--- src/rtl/sp_pkg.sv ---
package sp_pkg;
    localparam logic [15:0] CRC_POLY = 16'h1021;
    localparam logic [15:0] CRC_INIT = 16'hFFFF;

    typedef enum logic [2:0] {
        ST_IDLE,
        ST_ADDR,
        ST_WDATA,
        ST_WCRC,
        ST_COMMIT,
        ST_RDATA,
        ST_RCRC
    } sp_state_e;
endpackage

--- src/rtl/sp_crc_byte.sv ---
module sp_crc_byte
    import sp_pkg::*;
(
    input  logic [15:0] crc_i,
    input  logic [7:0]  byte_i,
    output logic [15:0] crc_o
);
    always_comb begin
        logic [15:0] c;
        c = crc_i;
        for (int i = 7; i >= 0; i--) begin
            if (c[15] ^ byte_i[i]) c = {c[14:0], 1'b0} ^ CRC_POLY;
            else                   c = {c[14:0], 1'b0};
        end
        crc_o = c;
    end
endmodule

--- src/rtl/sp_stage_buf.sv ---
module sp_stage_buf #(
    parameter int DEPTH = 64,
    localparam int IDX_W = $clog2(DEPTH)
) (
    input  logic             clk,
    input  logic             we_i,
    input  logic [IDX_W-1:0] widx_i,
    input  logic [7:0]       wdata_i,
    input  logic [IDX_W-1:0] ridx_i,
    output logic [7:0]       rdata_o
);
    logic [7:0] store_q [DEPTH];

    always_ff @(posedge clk) begin
        if (we_i) store_q[widx_i] <= wdata_i;
    end

    assign rdata_o = store_q[ridx_i];
endmodule

--- src/rtl/sp_secure_page.sv ---
module sp_secure_page
    import sp_pkg::*;
#(
    parameter int ADDR_W     = 15,
    parameter int PAGE_BYTES = 64
) (
    input  logic              clk,
    input  logic              rst_n,
    input  logic              sel_i,
    input  logic              start_i,
    input  logic              write_i,
    input  logic              rx_valid_i,
    input  logic [7:0]        rx_byte_i,
    input  logic              tx_ack_i,
    output logic              tx_valid_o,
    output logic [7:0]        tx_byte_o,
    output logic [ADDR_W-1:0] mem_addr_o,
    output logic              mem_we_o,
    output logic [7:0]        mem_wdata_o,
    input  logic [7:0]        mem_rdata_i,
    output logic              fail_flag_o
);
    localparam int IDX_W = $clog2(PAGE_BYTES);
    localparam int CNT_W = IDX_W + 1;
    localparam int HI_W  = ADDR_W - 8;
    localparam logic [CNT_W-1:0] LAST = CNT_W'(PAGE_BYTES - 1);

    typedef struct packed {
        sp_state_e         st;
        logic              wr;
        logic [ADDR_W-1:0] base;
        logic [CNT_W-1:0]  cnt;
        logic [15:0]       crc;
        logic [7:0]        crc_hi;
        logic              fail;
    } regs_t;

    regs_t q, d;
    logic        buf_we;
    logic [7:0]  crc_byte;
    logic [15:0] crc_next;
    logic [7:0]  buf_rdata;

    sp_crc_byte crc_i (
        .crc_i  (q.crc),
        .byte_i (crc_byte),
        .crc_o  (crc_next)
    );

    sp_stage_buf #(.DEPTH(PAGE_BYTES)) buf_i (
        .clk     (clk),
        .we_i    (buf_we),
        .widx_i  (q.cnt[IDX_W-1:0]),
        .wdata_i (rx_byte_i),
        .ridx_i  (q.cnt[IDX_W-1:0]),
        .rdata_o (buf_rdata)
    );

    always_comb begin
        d          = q;
        buf_we     = 1'b0;
        crc_byte   = rx_byte_i;
        tx_valid_o = 1'b0;
        tx_byte_o  = 8'h00;
        mem_we_o   = 1'b0;
        case (q.st)
            ST_IDLE: begin
                if (start_i && sel_i) begin
                    d.st  = ST_ADDR;
                    d.wr  = write_i;
                    d.cnt = '0;
                    d.crc = CRC_INIT;
                end
            end
            ST_ADDR: begin
                if (q.cnt == '0) crc_byte = {{(8-HI_W){1'b0}}, rx_byte_i[HI_W-1:0]};
                if (rx_valid_i) begin
                    d.crc = crc_next;
                    if (q.cnt == '0) begin
                        d.base[ADDR_W-1:8] = rx_byte_i[HI_W-1:0];
                        d.cnt = 1;
                    end else begin
                        d.base[7:0] = rx_byte_i;
                        d.cnt = '0;
                        d.st  = q.wr ? ST_WDATA : ST_RDATA;
                    end
                end
            end
            ST_WDATA: begin
                if (rx_valid_i) begin
                    buf_we = 1'b1;
                    d.crc  = crc_next;
                    d.cnt  = q.cnt + 1'b1;
                    if (q.cnt == LAST) begin
                        d.st  = ST_WCRC;
                        d.cnt = '0;
                    end
                end
            end
            ST_WCRC: begin
                if (rx_valid_i) begin
                    if (q.cnt == '0) begin
                        d.crc_hi = rx_byte_i;
                        d.cnt    = 1;
                    end else if ({q.crc_hi, rx_byte_i} == q.crc) begin
                        d.fail = 1'b0;
                        d.cnt  = '0;
                        d.st   = ST_COMMIT;
                    end else begin
                        d.fail = 1'b1;
                        d.st   = ST_IDLE;
                    end
                end
            end
            ST_COMMIT: begin
                mem_we_o = 1'b1;
                d.cnt    = q.cnt + 1'b1;
                if (q.cnt == LAST) d.st = ST_IDLE;
            end
            ST_RDATA: begin
                tx_valid_o = 1'b1;
                tx_byte_o  = mem_rdata_i;
                crc_byte   = mem_rdata_i;
                if (tx_ack_i) begin
                    d.crc = crc_next;
                    d.cnt = q.cnt + 1'b1;
                    if (q.cnt == LAST) begin
                        d.st  = ST_RCRC;
                        d.cnt = '0;
                    end
                end
            end
            ST_RCRC: begin
                tx_valid_o = 1'b1;
                tx_byte_o  = (q.cnt == '0) ? q.crc[15:8] : q.crc[7:0];
                if (tx_ack_i) begin
                    d.cnt = 1;
                    if (q.cnt != '0) d.st = ST_IDLE;
                end
            end
            default: d.st = ST_IDLE;
        endcase
        if (!sel_i && q.st != ST_IDLE && q.st != ST_COMMIT) begin
            d.st   = ST_IDLE;
            d.fail = q.fail;
        end
    end

    always_ff @(posedge clk or negedge rst_n) begin
        if (!rst_n) begin
            q      <= '0;
            q.st   <= ST_IDLE;
            q.crc  <= CRC_INIT;
        end else begin
            q <= d;
        end
    end

    assign mem_addr_o  = q.base + ADDR_W'(q.cnt);
    assign mem_wdata_o = buf_rdata;
    assign fail_flag_o = q.fail;


    no_we_while_tx_chk: assert property (@(posedge clk) disable iff (!rst_n)
        !(mem_we_o && tx_valid_o));


    commit_addr_step_chk: assert property (@(posedge clk) disable iff (!rst_n)
        (mem_we_o && $past(mem_we_o)) |-> mem_addr_o == $past(mem_addr_o) + ADDR_W'(1));


    commit_clean_flag_chk: assert property (@(posedge clk) disable iff (!rst_n)
        mem_we_o |-> !fail_flag_o);


    flag_moves_on_rx_chk: assert property (@(posedge clk) disable iff (!rst_n)
        !$stable(fail_flag_o) |-> $past(rx_valid_i));


    deselect_no_commit_chk: assert property (@(posedge clk) disable iff (!rst_n)
        (!sel_i && !mem_we_o) |=> !mem_we_o);
endmodule

--- config.mk ---
export PLATFORM = sky130hd
export DESIGN_NAME = sp_secure_page
export DESIGN_NICKNAME = d
export VERILOG_FILES = /design/src/rtl/sp_pkg.sv /design/src/rtl/sp_crc_byte.sv /design/src/rtl/sp_stage_buf.sv /design/src/rtl/sp_secure_page.sv
export SDC_FILE = /design/constraint.sdc
export NUM_CORES = 1
export LEC_CHECK = 0
export BUFFER_PORTS_ARGS = -buffer_cell sky130_fd_sc_hd__clkbuf_2
export CAP_MARGIN = 25
export CORE_MARGIN = 10
export CORE_UTILIZATION = 50
export CTS_BUF_LIST = sky130_fd_sc_hd__clkbuf_2 sky130_fd_sc_hd__clkbuf_4 sky130_fd_sc_hd__clkbuf_8
export DETAILED_ROUTE_END_ITERATION = 10
export PLACE_DENSITY = 0.69
export SLEW_MARGIN = 20
export SYNTH_ARGS = -nofsm -noshare
export SYNTH_HDL_FRONTEND = slang
export SYNTH_SLANG_ARGS = --single-unit
--- constraint.sdc ---
create_clock -name clk -period 3.9 [get_ports clk]
set_clock_uncertainty 0.1 [all_clocks]
set_input_delay 0.39 -clock clk [delete_from_list [all_inputs] [get_ports clk]]
set_output_delay 0.39 -clock clk [all_outputs]
set_load 0.005 [all_outputs]
* Word level (Yosys, flattened, before mapping)
Memories as Yosys holds them, arrays and structs flattened. Index checks and enable logic that the tools add are counted. W data, S select, Z words.
Word-level totals: output and inout bits 34, logic and storage cells 123, bits in writable memories 512, bits of input ports 23, memories kept 1, flip-flop bits (word level) 51
Memory list:
- buf_i.store_q | words 64, bits a word 8, read ports 1, clocked after Yosys merged registers in 0, wr ports 1, line sp_stage_buf.sv:12 | logic [7:0] store_q [DEPTH];
Cells by class: mux-type cells 47, bitwise gates (word level) 18, reduce and logical (&&, ||, !) cells 19, equality and inequality tests 28, add/sub/neg operators 2
Operators with widths (count):
- $mux W13 | 8
- $mux W23 | 4
- $pmux W16 S4 | 1
- $pmux W7 S7 | 1
- $mux W3 | 14
- $ne A3 B3 Y1 const B | 14
- $mux W7 | 5
- $pmux W8 S2 | 2
- $not A3 Y3 | 8
- $pmux W3 S7 | 1
- $eq A16 B16 Y1 | 1
- $mux W8 | 2
- $add A15 B7 Y15 | 1
- $reduce_bool A7 Y1 | 2
- $ne A2 B2 Y1 const B | 6
- $reduce_and A12 Y1 | 1
- $eq A3 B3 Y1 const B | 3
- $reduce_and A3 Y1 | 3
- $mux W1 | 8
- $reduce_and A8 Y1 | 1
- $xor A1 B1 Y1 | 8
- $add A7 B1 Y7 const B | 1
- $eq A7 B6 Y1 const B | 1
- $logic_not A7 Y1 | 1
- 13 further kinds | 17

* Longest topological paths before layout
Gate-level depths: netlist (run 1).
word-level depth 21, gate-level depth with buffers 13

* Cells and area by module
A second synthesis (run 1) with hierarchy kept.
Unflattened totals: cells, all modules 1313, area total of the unflattened synthesis 23792.8 um^2
Modules (own cells, without submodules):
- sp_stage_buf | sequential area each 15374.7 um^2, cells each 932, instances 1, area an instance 20006.7 um^2
- sp_secure_page | sequential area each 1296.2 um^2, cells each 356, instances 1, area an instance 3398.3 um^2
- sp_crc_byte | sequential area each 0.0 um^2, cells each 25, instances 1, area an instance 387.9 um^2

* Least setup slack after synthesis (run 1)
Ideal clock, no wire load.
kind reg-to-reg, start register q[25] (netlist name), end register q[17] (netlist name), buffers on the path 5, clock period less this slack 3.477 ns, data arrival time 3.296 ns, required time 3.719 ns, path slack 0.423 ns, stages on the path, launching flop included 14, cells stage by stage dfrtp_1 buf_2 inv_1 clkbuf_1 buf_1 clkbuf_1 ha_1 or4b_4 buf_6 a31oi_4 nand4_4 xnor2_4 nor2_1 a211oi_2
On the way: cells in the longest elaborated chain, start to end 12, elaborated cells between the ends (all ways) 14, classes of those cells mux: 11; bitwise: 2; reduce/logical: 1
RTL lines:
- start: declaration | line sp_secure_page.sv:38 | regs_t q, d;
- $logic_not A7 Y1 * | line sp_secure_page.sv:76 | if (q.cnt == '0) crc_byte = {{(8-HI_W){1'b0}}, rx_byte_i[HI_W-1:0]};
- $mux W8 * | line sp_secure_page.sv:76
- $pmux W8 S2 * | line sp_secure_page.sv:66 | case (q.st)
- $xor A1 B1 Y1 * | line sp_crc_byte.sv:12 | if (c[15] ^ byte_i[i]) c = {c[14:0], 1'b0} ^ CRC_POLY;
- $mux W13 * | line sp_crc_byte.sv:12
- $xor A1 B1 Y1 * | line sp_crc_byte.sv:12
- $mux W13 * (4 in series) | line sp_crc_byte.sv:12
- $mux W23, on equally long branches | line sp_secure_page.sv:124, sp_secure_page.sv:77, sp_secure_page.sv:90
- $pmux W16 S4 * | line sp_secure_page.sv:66
Mark *: on every way between the ends. The rest lies on a longest branch, timed or not. The select of a mux whose other input is x is not followed. A chain may end at the register's enable or synchronous reset.

* Worst setup path after layout (run 1)
start register q[27] (netlist name), end output mem_wdata_o[7]
On the way: cells in the longest elaborated chain, start to end 1
RTL lines:
- $mem_v2 Z64 W8
- end: declaration | line sp_secure_page.sv:19 | output logic [7:0] mem_wdata_o,
Every way passes these cells.

==> impl_metrics.env, run 1 <==
export IMPL_rows=79
export IMPL_p_sw_mw=5.41
export IMPL_htree_levels=3
export IMPL_fmax_mhz=255
export IMPL_cpPeakStageDelay_ns=0.87
export IMPL_rsz0062_at_grt="yes"
export IMPL_clock_sinks=563
export IMPL_async_flop_share=0.0906
export IMPL_grt_pass1_vias=14610
export IMPL_core_sq_um=46500
export IMPL_r2r_start="q[26]"
export IMPL_initial_core_util=0.504
export IMPL_internal_power_mw=11.2
export IMPL_cts_buffers=88
export IMPL_startpoint="q[27]"
export IMPL_antenna_found_initial=2
export IMPL_fillCellCount=3507
export IMPL_ir_drop_v=0.000347
export IMPL_fin_ws_ns=-0.0221
export IMPL_p_clk_frac=0.289
export IMPL_multi_input_area_sq_um=6470
export IMPL_syn_inst=1452
export IMPL_slew_violations=0
export IMPL_syn_nets=1485
export IMPL_die_y_um=236
export IMPL_globalplace_congestion=0.919
export IMPL_cp_end_kind="output pin"
export IMPL_wire_per_inst_um=27.4
export IMPL_port_buffers=56
export IMPL_die_x_um=236
export IMPL_drt_total_wl_mm=64.2
export IMPL_combPwrFrac=0.288
export IMPL_vias=14666
export IMPL_grt_max_degree=70
export IMPL_worstPathArrival_ns=3.43
export IMPL_status="finished with violations"
export IMPL_worstReg2RegEnd="q[29]"
export IMPL_cp_required_ns=3.41
export IMPL_syn2layout_area_growth_pct=16.5
export IMPL_final_nets=1697
export IMPL_cts_tree="yes"
export IMPL_drc=0
export IMPL_synth_edf_count=512
export IMPL_seq_area_sq_um=16700
export IMPL_yosys_area_top_type="edfxtp_1"
export IMPL_dp_slack_ns=0.401
export IMPL_finalCritPeriodShare=1.01
export IMPL_ant_nets=0
export IMPL_hp_class="input port to flip-flop"
export IMPL_worstSetupPathType="flip-flop to output pin"
export IMPL_reg2reg_depth=8
export IMPL_hpwl_mm=39.0
export IMPL_dp_cells=2154
export IMPL_netlist_area_sq_um=23400
export IMPL_worstPathCellList="buf_4 > nor2_1 > o2bb2ai_1 > nand2_1 > o221a_2 > o22ai_1 > nor3_1 > o2111ai_1 > clkbuf_2"
export IMPL_r2r_slack_ns=0.70
export IMPL_yosysTopAreaCellShare=0.656
export IMPL_p_sw_frac=0.325
export IMPL_finalHoldViolCount=0
export IMPL_cts_root_buf="clkbuf_8"
export IMPL_pwr_share_seq=0.422
export IMPL_synth_seq_cells=563
export IMPL_endpoint="mem_wdata_o[7]"
export IMPL_tightest_slew_ns=1.15
export IMPL_worstSkewPairLatency_ns=0.66
export IMPL_powerDensity_nw_per_um2=610
export IMPL_max_slew_margin_rel=0.229
export IMPL_leakagePower_nw=9.50
export IMPL_fin_crit_ns=3.92
export IMPL_grt_pass1_wl_mm=93.1
export IMPL_grtUsageTotal=0.220
export IMPL_maxCapViolCount=0
export IMPL_syn_area_per_cell_sq_um=16.1
export IMPL_overflow=0
export IMPL_power_total_mw=16.6
export IMPL_dieArea_sq_um=55900
export IMPL_ios=57
export IMPL_final_cell_count_no_fill=2339
export IMPL_synthFlopType="edfxtp_1"
export IMPL_drt_first_pass_iters=6
export IMPL_fin_tns_setup_ns=-0.0223
export IMPL_cp_max_fo=11
export IMPL_via_per_inst=6.27
export IMPL_ys_warn_count=0
export IMPL_drive_above_1_share=0.298
export IMPL_drt_initial_drc_count=1955
export IMPL_violations="setup timing"
export IMPL_ys_types=74
export IMPL_critPathSlowestCell="nor2_1"
export IMPL_hold_ws_ns=0.0613
export IMPL_path_clk_slew_ns=0.06
export IMPL_synth_area_leaders="edfxtp_1 66%, mux4_2 5.1%, dfrtp_1 3.7%"
export IMPL_cp_start_kind="flip-flop"
export IMPL_setup_viol=2
export IMPL_clockBufferDepth=3
export IMPL_yosysSeqAreaShare=0.712
## cells in the final DEF (no fill, tap or decap), drive strengths merged, types with 16 or more instances in the layout
| master | synthesis | final |
|---|---|---|
| edfxtp | 512 | 512 |
| clkbuf | 46 | 173 |
| buf | 40 | 144 |
| nor2 | 134 | 135 |
| mux2 | 71 | 71 |
| nand2 | 57 | 57 |
| a21oi | 55 | 55 |
| mux2i | 55 | 55 |
| a221oi | 55 | 55 |
| mux4 | 53 | 53 |
| o21ai | 38 | 38 |
| clkinv | 1 | 38 |
| dfrtp | 35 | 35 |
| o22ai | 26 | 26 |
| xnor2 | 26 | 26 |
| xor2 | 23 | 23 |
| a22oi | 22 | 22 |
| nor3 | 21 | 21 |
| nand3 | 16 | 16 |
| dfstp | 16 | 16 |
## worst max-delay path, delay by kind of cell, from the launching register on
kind	cells	cell delay [ns]
buffers and inverters	2	0.37
AOI/OAI and AO/OA	4	0.75
DFF	1	0.59
and+or+nand+nor	3	1.02
## how the worst min path moves through the flow
stage | end | slack, ns | cells after the start | start
4_1_cts | q[48] | 0.02 | 4 | start_i
2_1_floorplan | fail_flag_o | -0.006 | 0 | rst_n
3_3_place_gp | fail_flag_o | 0.39 | 1 | fail_flag_o
5_1_grt | q[48] | 0.12 | 4 | start_i
6_report | q[48] | 0.06 | 4 | start_i
3_5_place_dp | q[7] | 0.40 | 1 | rst_n
## routing by layer
layer,share of wire,vias to the layer above,global-route usage
li1,-,6217,-
met1,0.38,7406,0.287
met2,0.47,861,0.343
met3,0.10,180,0.0513
met4,0.038,2,0.104
met5,0.00020,-,0
## cell usage after synthesis (all sizes together), types with 21 or more instances
library cell,number
a221oi,55
o21ai,38
mux4,53
mux2,71
clkbuf,46
edfxtp,512
nor3,21
a22oi,22
xnor2,26
mux2i,55
a21oi,55
xor2,23
buf,40
dfrtp,35
o22ai,26
nor2,134
nand2,57
## sequential cells by signal, indices dropped and copies added (netlist names)
name	flops
buf_i.store_q	512
fail_flag_o	1
q	50
## layout make-up
type,count,area share
clock buffer,113,0.0519
timing repair buffer,207,0.0605
inverter,10,0.00151
clock inverter,44,0.00981
antenna,1,0.0000917
tap,607,0.0278
sequential,563,0.611
multi-input combinational,794,0.237
## power by group through the flow
stage          Combinational [mW]  Clock, mW  Sequential, mW
2_1_floorplan                2.76          0            6.97
3_3_place_gp                 4.51          0            7.18
3_5_place_dp                 4.55          0            7.19
6_report                     4.80       4.82            7.03
5_1_grt                      5.03       5.16            7.05
4_1_cts                      4.42       4.87            7.04
## logic make-up after synthesis
kind of cell | Yosys count | synth area share
muxes | 179 | 0.109
xor gates and xnor gates | 49 | 0.0191
AOI/OAI and AO/OA | 273 | 0.0829
DFF | 563 | 0.712
adders and majority gates | 11 | 0.00609
buffers and inverters | 96 | 0.0169
and+or+nand+nor | 281 | 0.0547
## repair_timing
item                                   4_1_cts  5_1_grt
setup buffers                                5       14
pin swaps                                    1        2
gates cloned                                 0        5
endpoints found under the hold margin       17        0
hold buffers                                 3        0
resized for setup                           12       27
setup endpoints to repair                   11       14
## stage by stage
step / cell area [sq um] / util
after CTS: 26900 / 0.580
after floorplan: 23400 / -
after global routing: 27300 / 0.588
final: 27300 / 0.588
after detailed placement: 25100 / 0.541
after global placement: 25100 / 0.541
No activity file was read; power rests on OpenSTA's default activity.
==> inputs of run 2 (changes only) <==
--- a/config.mk
+++ b/config.mk
@@ -5,13 +5,15 @@
 export SDC_FILE = /design/constraint.sdc
 export NUM_CORES = 1
 export LEC_CHECK = 0
-export BUFFER_PORTS_ARGS = -buffer_cell sky130_fd_sc_hd__clkbuf_2
+export BUFFER_PORTS_ARGS = -buffer_cell sky130_fd_sc_hd__buf_2
 export CAP_MARGIN = 25
+export CELL_PAD_IN_SITES_DETAIL_PLACEMENT = 0
+export CELL_PAD_IN_SITES_GLOBAL_PLACEMENT = 2
 export CORE_MARGIN = 10
-export CORE_UTILIZATION = 50
+export CORE_UTILIZATION = 44
 export CTS_BUF_LIST = sky130_fd_sc_hd__clkbuf_2 sky130_fd_sc_hd__clkbuf_4 sky130_fd_sc_hd__clkbuf_8
 export DETAILED_ROUTE_END_ITERATION = 10
-export PLACE_DENSITY = 0.69
+export PLACE_DENSITY = 0.81
 export SLEW_MARGIN = 20
 export SYNTH_ARGS = -nofsm -noshare
 export SYNTH_HDL_FRONTEND = slang
==> constraint.sdc (replaced) <==
create_clock -name clk -period 3.5 [get_ports clk]
set_clock_uncertainty 0.1 [all_clocks]
set_input_delay 0.35 -clock clk [delete_from_list [all_inputs] [get_ports clk]]
set_output_delay 0.35 -clock clk [all_outputs]
set_load 0.005 [all_outputs]
==> impl_metrics.env, run 2 (synthesis gave the netlist of run 1 again) <==
export IMPL_internal_power_mw=13.6
export IMPL_cp_max_fo=18
export IMPL_core_sq_um=52700
export IMPL_status="finished with violations"
export IMPL_ir_drop_v=0.000321
export IMPL_critPathSlowestCell="dfrtp_4"
export IMPL_cp_end_kind="output pin"
export IMPL_worstReg2RegEnd="q[27]"
export IMPL_die_y_um=251
export IMPL_final_common_cell="edfxtp_1"
export IMPL_worstSkewPairLatency_ns=0.71
export IMPL_reg2reg_depth=10
export IMPL_htree_levels=3
export IMPL_vias=14777
export IMPL_r2r_start="q[25]"
export IMPL_drt_total_wl_mm=68.5
export IMPL_powerDensity_nw_per_um2=703
export IMPL_dp_slack_ns=-0.0106
export IMPL_cts_tree="yes"
export IMPL_power_total_mw=20.2
export IMPL_violations="setup timing"
export IMPL_grt_max_degree=69
export IMPL_seq_area_sq_um=16700
export IMPL_grtUsageTotal=0.215
export IMPL_hold_depth=1
export IMPL_most_common_layout_cells="512 x edfxtp_1, 161 x buf_4, 128 x nor2_1, 93 x clkbuf_8, 70 x mux2_2"
export IMPL_cpMostUsedCell="buf_4"
export IMPL_max_slew_margin_rel=0.389
export IMPL_cpLargestDelayFamily="buffers and inverters"
export IMPL_slew_violations=0
export IMPL_cpPeakStageDelay_ns=0.51
export IMPL_fillCellCount=4138
export IMPL_drc=0
export IMPL_drt_initial_drc_count=1449
export IMPL_clockBufferDepth=3
export IMPL_drive_above_1_share=0.363
export IMPL_ios=57
export IMPL_post_route_util=0.547
export IMPL_rows=84
export IMPL_combPwrFrac=0.330
export IMPL_finalCritPeriodShare=1.08
export IMPL_syn2layout_area_growth_pct=22.9
export IMPL_maxCapViolCount=0
export IMPL_cp_required_ns=3.05
export IMPL_dieArea_sq_um=62900
export IMPL_cts_root_buf="clkbuf_8"
export IMPL_multi_input_area_sq_um=7020
export IMPL_regMostFlops="buf_i.store_q"
export IMPL_hpwl_mm=41.4
export IMPL_drt_first_pass_iters=6
export IMPL_grt_pass1_wl_mm=101
export IMPL_tightest_slew_ns=0.917
export IMPL_cp_start_kind="flip-flop"
export IMPL_fin_crit_ns=3.80
export IMPL_ant_nets=0
export IMPL_p_sw_frac=0.328
export IMPL_antenna_found_initial=2
export IMPL_port_buffers=56
export IMPL_fmax_mhz=263
export IMPL_final_nets=1753
export IMPL_path_clk_slew_ns=0.07
export IMPL_clock_sinks=563
export IMPL_grt_pass1_vias=14960
export IMPL_initial_core_util=0.445
export IMPL_largest_register_ff_count=512
export IMPL_cp_buffers_inverters=4
export IMPL_whs_endpoint="buf_i.store_q[63][7]"
export IMPL_setup_viol=15
export IMPL_cts_buffers=91
export IMPL_leakagePower_nw=10.1
export IMPL_overflow=0
export IMPL_die_x_um=251
export IMPL_via_per_inst=5.95
export IMPL_rsz0062_at_grt="yes"
export IMPL_p_sw_mw=6.63
export IMPL_wire_per_inst_um=27.6
export IMPL_pwr_share_seq=0.384
export IMPL_r2r_slack_ns=0.25
export IMPL_globalplace_congestion=0.891
export IMPL_hold_start="rx_byte_i[7]"
export IMPL_fin_ws_ns=-0.295
export IMPL_worstSetupPathType="flip-flop to output pin"
export IMPL_finalHoldViolCount=0
export IMPL_worstPathCellList="buf_4 > bufbuf_16 > mux2i_1 > nor2_1 > a21oi_1 > o221a_2 > o22ai_1 > nor3_1 > buf_4 > o2111ai_1 > buf_2"
export IMPL_worstPathArrival_ns=3.35
export IMPL_hp_class="input port to flip-flop"
export IMPL_p_clk_frac=0.286
==> run 2: cell count changes in the layout (fill, tap and decap cells not counted), sizes merged, moves of 4 or more <==
cell,previous run,this run
clkinv,38,42
clkinvlp,2,7
clkbuf,173,116
buf,144,249
bufinv,2,6
==> run 2: per-stage QoR <==
step / hold slack (ns) / instances / setup TNS [ns] / instance area (sq um)
4_1_cts: 0.0560 / 2464 / -2.59 / 28200
3_3_place_gp: 0.372 / 2265 / -0.0961 / 25500
5_1_grt: 0.0811 / 2483 / -3.42 / 28800
3_5_place_dp: 0.387 / 2265 / -0.0106 / 25500
6_report: 0.0776 / 2483 / -2.33 / 28800
2_1_floorplan: -0.0456 / 1452 / 0 / 23400
==> run 2: routing by layer <==
metal | GRT usage | wire length [um] | vias up
met5 | 0 | 13 | -
met4 | 0.0885 | 2240 | 2
met3 | 0.0451 | 5380 | 141
met2 | 0.342 | 32900 | 674
met1 | 0.282 | 27900 | 7628
li1 | - | - | 6332
==> run 2: timing repair <==
item                                   in CTS  in global routing
buffers inserted                           18                 17
resized for setup                          88                 89
hold buffers                                6                  0
gates cloned                                8                  3
pin swaps                                  17                 22
setup endpoints to repair                  20                 26
endpoints found under the hold margin      21                  0
==> run 2: worst register-to-register path, stage by stage (launching register included) <==
cell,delay [ns]
dfrtp_4,0.57
buf_12,0.18
clkinvlp_4,0.13
buf_12,0.18
buf_8,0.13
ha_4,0.12
or4b_4,0.52
buf_4,0.20
a41o_1,0.33
or2_1,0.35
o21ai_1,0.31
==> run 2: worst max-delay path by stage <==
stage / endpoint / slack, ns / start / cells after the start
CTS: mem_wdata_o[2] / -0.30 / q[26] / 9
finish: mem_wdata_o[7] / -0.30 / q[26] / 11
global route: mem_addr_o[12] / -0.31 / q[25] / 14
detailed placement: mem_wdata_o[3] / -0.01 / q[26] / 8
floorplan: q[17] / 0.02 / q[25] / 13
global placement: mem_wdata_o[3] / -0.1 / q[26] / 8
==> run 2: cell type report <==
cell class / count / area share
Clock buffer: 113 / 0.0497
Antenna cell: 1 / 0.0000869
Inverter: 10 / 0.00156
Sequential cell: 563 / 0.579
Timing Repair Buffer: 261 / 0.0814
Clock inverter: 54 / 0.0141
Multi-Input combinational cell: 793 / 0.244
Tap cell: 688 / 0.0299
==> run 2: power by group through the flow <==
stage	Combinational (mW)	Clock (mW)	Sequential, mW
2_1_floorplan	3.07	0	7.77
3_3_place_gp	5.17	0	7.90
3_5_place_dp	5.18	0	7.91
4_1_cts	6.21	5.86	7.76
5_1_grt	6.96	6.16	7.79
6_report	6.68	5.78	7.77
